File: config.mk
export PLATFORM = sky130hd
export DESIGN_NAME = slv_addr_detect
export DESIGN_NICKNAME = d
export VERILOG_FILES = /design/src/rtl/slv_addr_pkg.sv /design/src/rtl/slv_addr_cmp.sv /design/src/rtl/slv_sess_fsm.sv /design/src/rtl/slv_resp_reg.sv /design/src/rtl/slv_addr_detect.sv
export SDC_FILE = /design/constraint.sdc
export NUM_CORES = 1
export LEC_CHECK = 0
export ABC_AREA = 1
export ABC_CLOCK_PERIOD_IN_PS = 1020
export BUFFER_PORTS_ARGS = -buffer_cell sky130_fd_sc_hd__clkbuf_2
export CAP_MARGIN = 15
export CORE_AREA = 10 10 47 49
export CTS_CLUSTER_SIZE = 40
export DETAILED_ROUTE_END_ITERATION = 8
export DIE_AREA = 0 0 57 59
export PLACE_DENSITY = 0.68
export SKIP_CTS_REPAIR_TIMING = 1
export SLEW_MARGIN = 20
export SYNTH_ARGS = -nofsm -noshare
export SYNTH_HDL_FRONTEND = slang
export SYNTH_SLANG_ARGS = --single-unit
File: constraint.sdc
create_clock -name clk -period 1.02 [get_ports clk]
set_input_delay 0.102 -clock clk [delete_from_list [all_inputs] [get_ports clk]]
set_output_delay 0.102 -clock clk [all_outputs]
set_load 0.05 [all_outputs]
File: src/rtl/slv_addr_pkg.sv
package slv_addr_pkg;
    typedef enum logic [1:0] {
        ST_IDLE      = 2'd0,
        ST_WAIT_ADDR = 2'd1,
        ST_ADDRESSED = 2'd2,
        ST_IGNORED   = 2'd3
    } sess_state_t;
endpackage

File: src/rtl/slv_addr_cmp.sv
module slv_addr_cmp #(
    parameter int ADDR_W = 7,
    localparam int BYTE_W = ADDR_W + 1
) (
    input  logic [BYTE_W-1:0] rx_byte,
    input  logic [ADDR_W-1:0] own_addr,
    input  logic              gc_en,
    output logic              own_hit,
    output logic              gc_hit,
    output logic              any_hit
);
    localparam logic [BYTE_W-1:0] GC_BYTE = '0;

    always_comb begin
        // zero is reserved for the general call, never an own address
        own_hit = (rx_byte[BYTE_W-1:1] == own_addr) && (own_addr != '0);
        gc_hit  = gc_en && (rx_byte == GC_BYTE);
        any_hit = own_hit || gc_hit;
    end
endmodule

File: src/rtl/slv_sess_fsm.sv
module slv_sess_fsm
    import slv_addr_pkg::*;
(
    input  logic        clk,
    input  logic        rst_n,
    input  logic        start_seen,
    input  logic        stop_seen,
    input  logic        rx_valid,
    input  logic        any_hit,
    output sess_state_t state,
    output logic        eval_now
);
    sess_state_t state_nx;

    always_ff @(posedge clk or negedge rst_n) begin
        if (!rst_n) state <= ST_IDLE;
        else        state <= state_nx;
    end

    always_comb begin
        eval_now = (state == ST_WAIT_ADDR) && rx_valid && !start_seen && !stop_seen;
        state_nx = state;
        if (start_seen) begin
            state_nx = ST_WAIT_ADDR;
        end else if (stop_seen) begin
            state_nx = ST_IDLE;
        end else begin
            unique case (state)
                ST_IDLE:      state_nx = ST_IDLE;
                ST_WAIT_ADDR: if (rx_valid) state_nx = any_hit ? ST_ADDRESSED : ST_IGNORED;
                ST_ADDRESSED: state_nx = ST_ADDRESSED;
                ST_IGNORED:   state_nx = ST_IGNORED;
                default:      state_nx = ST_IDLE;
            endcase
        end
    end

    p_idle_ignores_r7: assert property (@(posedge clk) disable iff (!rst_n)
        (state == ST_IDLE && !start_seen) |=> state != ST_ADDRESSED);
    p_first_byte_resolves_r6: assert property (@(posedge clk) disable iff (!rst_n)
        eval_now |=> (state == ST_ADDRESSED || state == ST_IGNORED));
    p_start_reopens_r11: assert property (@(posedge clk) disable iff (!rst_n)
        start_seen |=> state == ST_WAIT_ADDR);
endmodule

File: src/rtl/slv_resp_reg.sv
module slv_resp_reg (
    input  logic clk,
    input  logic rst_n,
    input  logic eval_now,
    input  logic clr_resp,
    input  logic own_hit,
    input  logic gc_hit,
    input  logic dir_bit,
    input  logic ack_en,
    output logic match_pulse,
    output logic gc_flag,
    output logic dir_rd,
    output logic sda_drive_low
);
    always_ff @(posedge clk or negedge rst_n) begin
        if (!rst_n) begin
            match_pulse   <= 1'b0;
            gc_flag       <= 1'b0;
            dir_rd        <= 1'b0;
            sda_drive_low <= 1'b0;
        end else if (eval_now) begin
            match_pulse   <= own_hit || gc_hit;
            gc_flag       <= gc_hit;
            dir_rd        <= dir_bit;
            sda_drive_low <= (own_hit || gc_hit) && ack_en;
        end else begin
            match_pulse <= 1'b0;
            if (clr_resp) sda_drive_low <= 1'b0;
        end
    end

    p_pulse_single_r1: assert property (@(posedge clk) disable iff (!rst_n)
        match_pulse |=> !match_pulse);
    p_ack_needs_match_r5: assert property (@(posedge clk) disable iff (!rst_n)
        $rose(sda_drive_low) |-> match_pulse);
    p_gc_is_write_r2: assert property (@(posedge clk) disable iff (!rst_n)
        (match_pulse && gc_flag) |-> !dir_rd);
endmodule

File: src/rtl/slv_addr_detect.sv
module slv_addr_detect
    import slv_addr_pkg::*;
#(
    parameter int ADDR_W = 7
) (
    input  logic              clk,
    input  logic              rst_n,
    input  logic              start_seen,
    input  logic              stop_seen,
    input  logic              rx_valid,
    input  logic [ADDR_W:0]   rx_byte,
    input  logic [ADDR_W-1:0] own_addr,
    input  logic              gc_en,
    input  logic              ack_en,
    output logic              match_pulse,
    output logic              gc_flag,
    output logic              dir_rd,
    output logic              sda_drive_low,
    output logic              wake_req
);
    logic        own_hit, gc_hit, any_hit, eval_now;
    sess_state_t state;

    slv_addr_cmp #(.ADDR_W(ADDR_W)) cmp_i (
        .rx_byte (rx_byte),
        .own_addr(own_addr),
        .gc_en   (gc_en),
        .own_hit (own_hit),
        .gc_hit  (gc_hit),
        .any_hit (any_hit)
    );

    slv_sess_fsm fsm_i (
        .clk       (clk),
        .rst_n     (rst_n),
        .start_seen(start_seen),
        .stop_seen (stop_seen),
        .rx_valid  (rx_valid),
        .any_hit   (any_hit),
        .state     (state),
        .eval_now  (eval_now)
    );

    slv_resp_reg resp_i (
        .clk          (clk),
        .rst_n        (rst_n),
        .eval_now     (eval_now),
        .clr_resp     (rx_valid || start_seen || stop_seen),
        .own_hit      (own_hit),
        .gc_hit       (gc_hit),
        .dir_bit      (rx_byte[0]),
        .ack_en       (ack_en),
        .match_pulse  (match_pulse),
        .gc_flag      (gc_flag),
        .dir_rd       (dir_rd),
        .sda_drive_low(sda_drive_low)
    );

    assign wake_req = (state == ST_ADDRESSED);

    p_wake_with_match_r8: assert property (@(posedge clk) disable iff (!rst_n)
        $rose(wake_req) |-> match_pulse);
    p_stop_clears_r8: assert property (@(posedge clk) disable iff (!rst_n)
        (stop_seen && !start_seen) |=> (!wake_req && !sda_drive_low));
endmodule

-- Word-level counts from Yosys, hierarchy flattened
Index checks and enable logic that the tools add are counted.
- mux-type cells: 8
- eq/ne operators: 5
- reduce and logical (&&, ||, !) cells: 15
- operators by type and width (cell ; number):
    $logic_not A8 Y1 ; 1
    $pmux W2 S4 ; 1
    $eq A7 B7 Y1 ; 1
    $reduce_bool A7 Y1 ; 1
    $logic_and A1 B1 Y1 ; 6
    $mux W2 ; 3
    $eq A2 B2 Y1 const B ; 2
    $mux W1 ; 4
    $ne A4 B4 Y1 const B ; 1
    $logic_or A1 B1 Y1 ; 3
    $eq A2 B1 Y1 const B ; 1
    $logic_not A1 Y1 ; 2
    $logic_not A2 Y1 ; 1
    $reduce_bool A2 Y1 ; 1
- flip-flop bits (word level): 6
- output and inout port bits: 5
- word-level logic and storage cells: 33
- input port bits: 22

-- Depth between registers and ports, before layout
Gate-level depths: netlist (run 1).
- depth in word-level cells: 8
- depth in mapped cells: 10
- gate-level depth less buffers: 10

-- Hierarchy
From an unflattened synthesis (run 1), not the netlist that was laid out.
- cells, all modules: 82
- area total of the unflattened synthesis: 471.7 µm²
- by module, submodules not included (module ; seq. area each (µm²) ; cells each ; times used ; area each (µm²)):
    slv_addr_cmp ; 0.0 ; 42 ; 1 ; 186.4
    slv_resp_reg ; 100.1 ; 17 ; 1 ; 151.4
    slv_sess_fsm ; 50.0 ; 18 ; 1 ; 115.1
    slv_addr_detect ; 0.0 ; 5 ; 1 ; 18.8

-- Worst setup path after synthesis (run 1)
Ideal clock, no wire load.
- path type: register to output
- start point: register fsm_i.state[0]
- end point: output port wake_req
- setup slack: -133 ps
- cell stages (with the launch flop): 2
- data arrival time: 1051 ps
- path through: dfrtp_1 nor2_1
- longest elaborated chain between the ends: 1
- RTL lines (element ; line ; text):
    start, declared ; slv_sess_fsm.sv:10 ; output sess_state_t state,
    start signal, assigned ; slv_sess_fsm.sv:17 ; else state <= state_nx;
    $eq A2 B2 Y1 ; slv_addr_detect.sv:59 ; assign wake_req = (state == ST_ADDRESSED);
    end, declared ; slv_addr_detect.sv:19 ; output logic wake_req
Every way passes these cells.

-- Worst setup path after layout (run 1)
Ends and elaborated chain as after synthesis.

==> impl_metrics.toml, run 1 <==
[pwr]
powerDensity_mw_per_mm2 = 1124
max-vdd-ir-drop_mv = 0.4474
leakagePower_nw = 0.4367

[critical_path]
critPathKind = "reg -> out"
cp_data_required_time_ns = 0.92
critPathTopFamily = "flip-flops"
slowest_stage = "dfrtp_2"
end_kind = "output pin"
cpPeakStageDelay_ns = 0.43
cp_max_fo = 4
arrival_ns = 0.93
cp-start-kind = "flip-flop"
worst-path-buf-inv = 1
path_cells = "nor2_4 -> buf_8"

[timing]
fmax_ghz = 0.9736
fin_ws_ns = -0.007139
slew_headroom_pct = 81.19
rsz0062_at_grt = "true"
period_needed_ns = 1.027
finClkSkew_ns = 0.007153
drv_slew = 0
tns_ns = -0.007139
finalSetupViolCount = 1
hold_viol_final = 0
tightest_slew_ns = 0.2834
timing.hold.ws_ns = 0.09858
post-route-period-util_pct = 100.7

[cells_and_area]
multi_input_area_um2 = 241.5
stdcell_area_um2 = 671.9
fillers = 153
final_cells = 126
final_common_cell = "nand2_1"
nNetsFinal = 134
drive_gt1_share_pct = 35.45
seq_area_um2 = 151.4
num_antenna_cells = 0
area_delta_synth_final_pct = 50.00
layout_common_cells = "29 x nand2_1, 24 x clkbuf_2, 16 x inv_1, 7 x nand3_1, 7 x nor2_1"

[route]
ant_nets = 0
drc = 0
drtPass1Iterations = 4
wl_um = 1359
drt-wirelength-per-cell_um = 10.79
via_per_inst = 4.476
vias = 564
first_iter_violations = 3

[synthesis]
synth.distinct_cells = 12
ys_seq_area_share_pct = 33.52
ys_ff_latch = 6
avgSynthCellArea_um2 = 5.743
syn-cell-area_um2 = 447.9
yosys_warnings = 0
synth.net_count = 100
synthCells = 78

[floorplan]
core_mm2 = 0.001401
num_rows = 14
ios = 27
start_util_pct = 31.96
dieArea_mm2 = 0.003363
fp.dieH_um = 59
die_x_um = 57

[cts]
cts_num_sinks = 6
worstSkewPairLatency_ns = 0.25
clockBufferDepth = 2
root_buffer = "clkbuf_4"
clk_pin_slew_ns = 0.05
numCtsBuffers = 3
htree_levels = 1
cts_tree = "built"

[placement]
placed_cells = 120
portBuffers = 26
hpwl_um = 1133
placed_cell_area_um2 = 600.6
gp_congestion = 0.7610

[global_routing]
grtUsageTotal_pct = 8.207
grt_pass1_wl_um = 2290
grt_max_degree = 7
grt_pass1_vias = 589
antenna_found_initial = 0
grt_remaining_overflow = 0

[flow_run]
cap_viol_max_count = 0

[hold_path]
min_path_type = "in -> reg"

[run_status]
violations = "negative setup slack"
status = "complete, but fails checks"
[metrics by stage]
stage,setup WS [ns],util (%),total power [W]
after floorplan,0.08369,-,0.0004192
after global placement,0.005737,42.86,0.0005058
after detailed placement,0.01270,42.86,0.0005106
after CTS,-0.1427,44.46,0.0007387
after global routing,-0.06906,47.95,0.0008038
final,-0.007139,47.95,0.0007551
[final timing paths]
| kind | from | to | slack (ns) | depth (start not counted) |
|---|---|---|---|---|
| worst max-delay path | fsm_i.state[0]$_DFFE_PN0P_ | wake_req | -0.007 | 2 |
| worst min-delay path | ack_en | resp_i.sda_drive_low$_DFFE_PN0P_ | 0.1 | 3 |
| worst max register to register | fsm_i.state[0]$_DFFE_PN0P_ | resp_i.gc_flag$_DFFE_PN0P_ | 0.04 | 6 |
| worst min register to register | resp_i.sda_drive_low$_DFFE_PN0P_ | resp_i.sda_drive_low$_DFFE_PN0P_ | 0.52 | 2 |
| max in group asynchronous | rst_n | fsm_i.state[0]$_DFFE_PN0P_ | 0.64 | 2 |
| min in group asynchronous | rst_n | resp_i.gc_flag$_DFFE_PN0P_ | 0.21 | 2 |
[registers in the layout, summed over array words and instances (netlist names)]
| signal | count |
|---|---|
| resp_i.match_pulse | 1 |
| resp_i.sda_drive_low | 1 |
| resp_i.dir_rd | 1 |
| resp_i.gc_flag | 1 |
| fsm_i.state | 2 |
[cells by family after synthesis]
kind of cell	share of synthesized area (%)
DFF	33.52
AOI/OAI and AO/OA	6.425
buffers and inverters	15.92
and+or+nand+nor	44.13
[power by group]
part           leakage (nW)  total [W]  internal, W  switching [W]
Clock                0.0138   0.000229     0.000134      0.0000952
Sequential           0.0757   0.000277     0.000262      0.0000156
Combinational         0.347   0.000249    0.0000873       0.000162
[worst register-to-register path, cell delays in order (launching register included)]
cell and delay [ns]:
dfrtp_2 0.43, nand2_1 0.07, inv_1 0.04, nand3_1 0.12, inv_2 0.07, nor2_1 0.10
a21oi_1 0.05
[cells in the mapped netlist (all sizes together)]
master,count,area share [%]
nand2,29,24
inv,19,16
nor2,10,9.5
nand3,7,7.8
dfrtp,6,34
a21oi,2,2.2
o21ai,2,2.2
a41oi,1,2.0
nand4,1,1.4
nor3,1,1.1
[layout make-up]
cell class / instances / area share, %
flip-flops and latches: 6 / 22.53
multi-input cells: 53 / 35.94
repair buffers: 29 / 24.58
clock buffers: 3 / 3.352
inverters: 19 / 10.61
well taps: 16 / 2.980
[metal layers]
metal | wire length, um | part of all wire [%] | GRT usage (%)
met4 | 40 | 2.9 | 6.040
met3 | 81 | 6.0 | 2.146
met5 | 0 | 0 | 0
met1 | 555 | 41 | 8.183
met2 | 683 | 50 | 14.42
(Power assumes the default switching activity.)
==> run 2, diff against run 1 <==
- RECOVER_POWER: unset -> 100
==> run 2 against run 1 <==
The run still ends with negative setup slack left. Via count is the same. Combinational power about the same. Sequential power about the same. Routed wire length barely moved. Sequential share of layout area about the same. Total power hardly changed. Clock-buffer cell count unchanged. Critical endpoint unchanged. Highest routed layer unchanged.
==> impl_metrics.toml, run 2 (synthesized netlist as in run 1, its figures left out) <==
[run_status]
status = "complete, but fails checks"
violations = "negative setup slack"

[cells_and_area]
final_common_cell = "nand2_1"
fillers = 154
area_delta_synth_final_pct = 49.72
regMostFlops = "fsm_i.state"
stdcell_area_um2 = 670.6
multi_input_area_um2 = 241.5
nNetsFinal = 134
num_antenna_cells = 0
final_cells = 126
largest_reg_flops = 2
seq_area_um2 = 151.4
layout_common_cells = "29 x nand2_1, 23 x clkbuf_2, 16 x inv_1, 7 x nand3_1, 7 x nor2_1"
drive_gt1_share_pct = 34.55

[route]
ant_nets = 0
first_iter_violations = 3
vias = 564
drc = 0
wl_um = 1358
drt-wirelength-per-cell_um = 10.78
drtPass1Iterations = 4
via_per_inst = 4.476

[global_routing]
grt_max_degree = 7
grt_pass1_wl_um = 2290
grtUsageTotal_pct = 8.207
grt.busiest_layer = "met2"
grt_pass1_vias = 589
met3_usage_pct = 2.146
grtUsageMet1_pct = 8.183
grtUsageMet2_pct = 14.42
antenna_found_initial = 0
grt_remaining_overflow = 0

[placement]
gp_congestion = 0.7610
placed_cells = 120
hpwl_um = 1133
portBuffers = 26
placed_cell_area_um2 = 600.6

[critical_path]
slowest_stage = "dfrtp_2"
arrival_ns = 0.93
critPathKind = "reg -> out"
cpPeakStageDelay_ns = 0.43
cp_max_fo = 4
path_cells = "nor2_4 -> buf_8"
end_kind = "output pin"
cp_data_required_time_ns = 0.92
cp-start-kind = "flip-flop"

[pwr]
powerDensity_mw_per_mm2 = 1125
max-vdd-ir-drop_mv = 0.4603
leakagePower_nw = 0.4337
comb_power_share_pct = 32.9
pwr-share-seq_pct = 36.8
power_switching_w = 0.0002723
pwr-share-clk_pct = 30.4
switching_share_pct = 36.09
p_int_w = 0.0004822

[timing]
fmax_ghz = 0.9736
slew_headroom_pct = 78.27
fin_ws_ns = -0.007139
period_needed_ns = 1.027
tightest_slew_ns = 0.3259
timing.hold.ws_ns = 0.09858
finalSetupViolCount = 1
post-route-period-util_pct = 100.7
rsz0062_at_grt = "true"
drv_slew = 0
hold_viol_final = 0
finClkSkew_ns = 0.007153

[cts]
cts_num_sinks = 6
cts_tree = "built"
clk_pin_slew_ns = 0.05
numCtsBuffers = 3
worstSkewPairLatency_ns = 0.25
root_buffer = "clkbuf_4"
clockBufferDepth = 2
htree_levels = 1

[floorplan]
die_x_um = 57
num_rows = 14
dieArea_mm2 = 0.003363
ios = 27
start_util_pct = 31.96
core_mm2 = 0.001401
fp.dieH_um = 59

[hold_path]
min_path_type = "in -> reg"

[flow_run]
cap_viol_max_count = 0
[run 2: stage by stage]
step | total power [W] | worst slack (ns) | util, % | setup TNS, ns
after floorplan | 0.0004192 | 0.08369 | - | 0
after global placement | 0.0005058 | 0.005737 | 42.86 | 0
after detailed placement | 0.0005106 | 0.01270 | 42.86 | 0
after CTS | 0.0007387 | -0.1427 | 44.46 | -0.1427
after global routing | 0.0008033 | -0.06906 | 47.86 | -0.1660
final | 0.0007545 | -0.007139 | 47.86 | -0.007139
[run 2: area by class of cell]
| cell class | instances | share of cell area (%) |
|---|---|---|
| multi-input combinational | 53 | 36.01 |
| timing repair buffer | 29 | 24.44 |
| sequential | 6 | 22.57 |
| inverter | 19 | 10.63 |
| clock buffer | 3 | 3.358 |
| tap | 16 | 2.985 |
[run 2: final timing paths]
path | depth (start not counted) | slack [ns] | endpoint | start
setup / recovery | 2 | -0.007 | wake_req | fsm_i.state[0]$_DFFE_PN0P_
hold / removal | 3 | 0.1 | resp_i.sda_drive_low$_DFFE_PN0P_ | ack_en
setup reg to reg | 6 | 0.04 | resp_i.gc_flag$_DFFE_PN0P_ | fsm_i.state[0]$_DFFE_PN0P_
hold reg to reg | 2 | 0.52 | resp_i.sda_drive_low$_DFFE_PN0P_ | resp_i.sda_drive_low$_DFFE_PN0P_
max in group asynchronous | 2 | 0.50 | fsm_i.state[0]$_DFFE_PN0P_ | rst_n
min in group asynchronous | 2 | 0.25 | resp_i.gc_flag$_DFFE_PN0P_ | rst_n
[run 2: worst max-delay path, delay by kind of cell (launching register included)]
kind | cells | cell delay [ns]
buffers and inverters | 1 | 0.15
DFF | 1 | 0.43
and+or+nand+nor | 1 | 0.10
[run 2: power groups by stage]
stage               sequential [W]  combinational, W  clock (W)
finish                    0.000277          0.000248   0.000229
global route              0.000280          0.000275   0.000247
CTS                       0.000276          0.000236   0.000227
detailed placement        0.000278          0.000233          0
global placement          0.000277          0.000228          0
floorplan                 0.000340         0.0000787          0
[run 2: metal layers]
metal / share of wire (%) / wire length, um
met5: 0 / 0
met1: 41 / 553
met3: 6.0 / 81
met2: 50 / 683
met4: 2.9 / 40
==> run 3, diff against run 2 <==
- MAX_ROUTING_LAYER: unset -> met4
==> run 3 against run 2 <==
The run still ends with negative setup slack left. Utilization unchanged. Via count unchanged. Clock skew unchanged. Hold slack unchanged. Final area unchanged. Clock power about the same. Fmax unchanged. Critical path depth unchanged. Highest routed layer unchanged.
==> impl_metrics.toml, run 3 (synthesized netlist as in run 1, its figures left out) <==
[run_status]
status = "complete, but fails checks"
violations = "negative setup slack"

[floorplan]
dieArea_mm2 = 0.003363
die_x_um = 57
fp.dieH_um = 59
ios = 27
num_rows = 14
core_mm2 = 0.001401
start_util_pct = 31.96

[route]
drc = 0
ant_nets = 0
wl_um = 1358
drt-wirelength-per-cell_um = 10.78
first_iter_violations = 3
drtPass1Iterations = 4
via_per_inst = 4.476
vias = 564

[critical_path]
cp_max_fo = 4
rr_startpoint = "fsm_i.state[0]$_DFFE_PN0P_"
path_cells = "nor2_4 -> buf_8"
end_kind = "output pin"
rrSetupSlack_ns = 0.04
cp-start-kind = "flip-flop"
reg2reg_depth = 6
cpPeakStageDelay_ns = 0.43
slowest_stage = "dfrtp_2"
arrival_ns = 0.93
cp_data_required_time_ns = 0.92
critPathKind = "reg -> out"
reg2reg_to = "resp_i.gc_flag$_DFFE_PN0P_"

[cts]
numCtsBuffers = 3
cts_tree = "built"
clk_pin_slew_ns = 0.05
root_buffer = "clkbuf_4"
clockBufferDepth = 2
cts_num_sinks = 6
htree_levels = 1
worstSkewPairLatency_ns = 0.25

[global_routing]
grtUsageTotal_pct = 8.438
grt_pass1_wl_um = 2290
grt_pass1_vias = 589
grt_remaining_overflow = 0
antenna_found_initial = 0
grt_max_degree = 7

[cells_and_area]
layout_common_cells = "29 x nand2_1, 23 x clkbuf_2, 16 x inv_1, 7 x nand3_1, 7 x nor2_1"
num_antenna_cells = 0
final_common_cell = "nand2_1"
finalCoreUtilization_pct = 47.86
regMostFlops = "fsm_i.state"
nNetsFinal = 134
largest_reg_flops = 2
final_cells = 126
drive_gt1_share_pct = 34.55
seq_area_um2 = 151.4
multi_input_area_um2 = 241.5
fillers = 154
area_delta_synth_final_pct = 49.72

[hold_path]
whs_endpoint = "resp_i.sda_drive_low$_DFFE_PN0P_"
hold_start = "ack_en"
min_path_type = "in -> reg"
worstHoldPathCells = 3

[placement]
portBuffers = 26
hpwl_um = 1133
gp_congestion = 0.7710
post-place-ws_ns = 0.01270
placed_cells = 120

[pwr]
switching_share_pct = 36.09
p_int_w = 0.0004822
pwr-share-seq_pct = 36.7
pwr-share-clk_pct = 30.4
max-vdd-ir-drop_mv = 0.4603
power_switching_w = 0.0002723
leakagePower_nw = 0.4337
powerDensity_mw_per_mm2 = 1125
comb_power_share_pct = 32.9

[timing]
drv_slew = 0
finClkSkew_ns = 0.007153
rsz0062_at_grt = "true"
post-route-period-util_pct = 100.7
fmax_ghz = 0.9736
slew_headroom_pct = 78.26
period_needed_ns = 1.027
fin_ws_ns = -0.007139
tightest_slew_ns = 0.3261
tns_ns = -0.007139
hold_viol_final = 0
finalSetupViolCount = 1

[flow_run]
cap_viol_max_count = 0
-- run 3: cell counts in the layout (fill, tap and decap cells not counted) --
No cell type changed its count.
-- run 3: layout make-up --
cell class / instances / area share [%]
clock buffer: 3 / 3.358
inverter: 19 / 10.63
multi-input combinational: 53 / 36.01
sequential: 6 / 22.57
tap: 16 / 2.985
timing repair buffer: 29 / 24.44
-- run 3: worst max path at each step --
stage | startpoint | to | slack [ns] | cells past startpoint
floorplan | fsm_i.state[0]$_DFFE_PN0P_ | wake_req | 0.08 | 1
global placement | rx_byte[4] | fsm_i.state[0]$_DFFE_PN0P_ | 0.006 | 9
detailed placement | rx_byte[4] | fsm_i.state[0]$_DFFE_PN0P_ | 0.01 | 9
CTS | fsm_i.state[0]$_DFFE_PN0P_ | wake_req | -0.14 | 2
global route | fsm_i.state[1]$_DFFE_PN0P_ | wake_req | -0.07 | 3
finish | fsm_i.state[0]$_DFFE_PN0P_ | wake_req | -0.007 | 2
-- run 3: per-stage QoR --
step | hold WS, ns | total power, W | area [um^2]
after global routing | 0.1028 | 0.0008033 | 670.6
after detailed placement | -0.06586 | 0.0005106 | 600.6
after CTS | -0.3314 | 0.0007387 | 623.1
final | 0.09858 | 0.0007545 | 670.6
after global placement | -0.06858 | 0.0005058 | 600.6
after floorplan | -0.1936 | 0.0004192 | 450.4
-- run 3: metal layers --
layer | part of all wire (%) | vias up | global-route usage (%)
met5 | 0 | - | -
met4 | 2.9 | 0 | 6.040
met3 | 3.4 | 4 | 1.288
met2 | 50 | 21 | 14.42
met1 | 43 | 240 | 8.664
li1 | - | 299 | -
-- run 3: critical path, delay by kind of cell (launching register included) --
family	cells	cell delay [ns]
AND/OR/NAND/NOR	1	0.10
buffers and inverters	1	0.15
flip-flops	1	0.43
-- run 3: power by group through the flow --
stage	combinational [W]	clock, W	sequential, W
2_1_floorplan	0.0000787	0	0.000340
3_3_place_gp	0.000228	0	0.000277
3_5_place_dp	0.000233	0	0.000278
4_1_cts	0.000236	0.000227	0.000276
5_1_grt	0.000275	0.000247	0.000280
6_report	0.000248	0.000229	0.000277
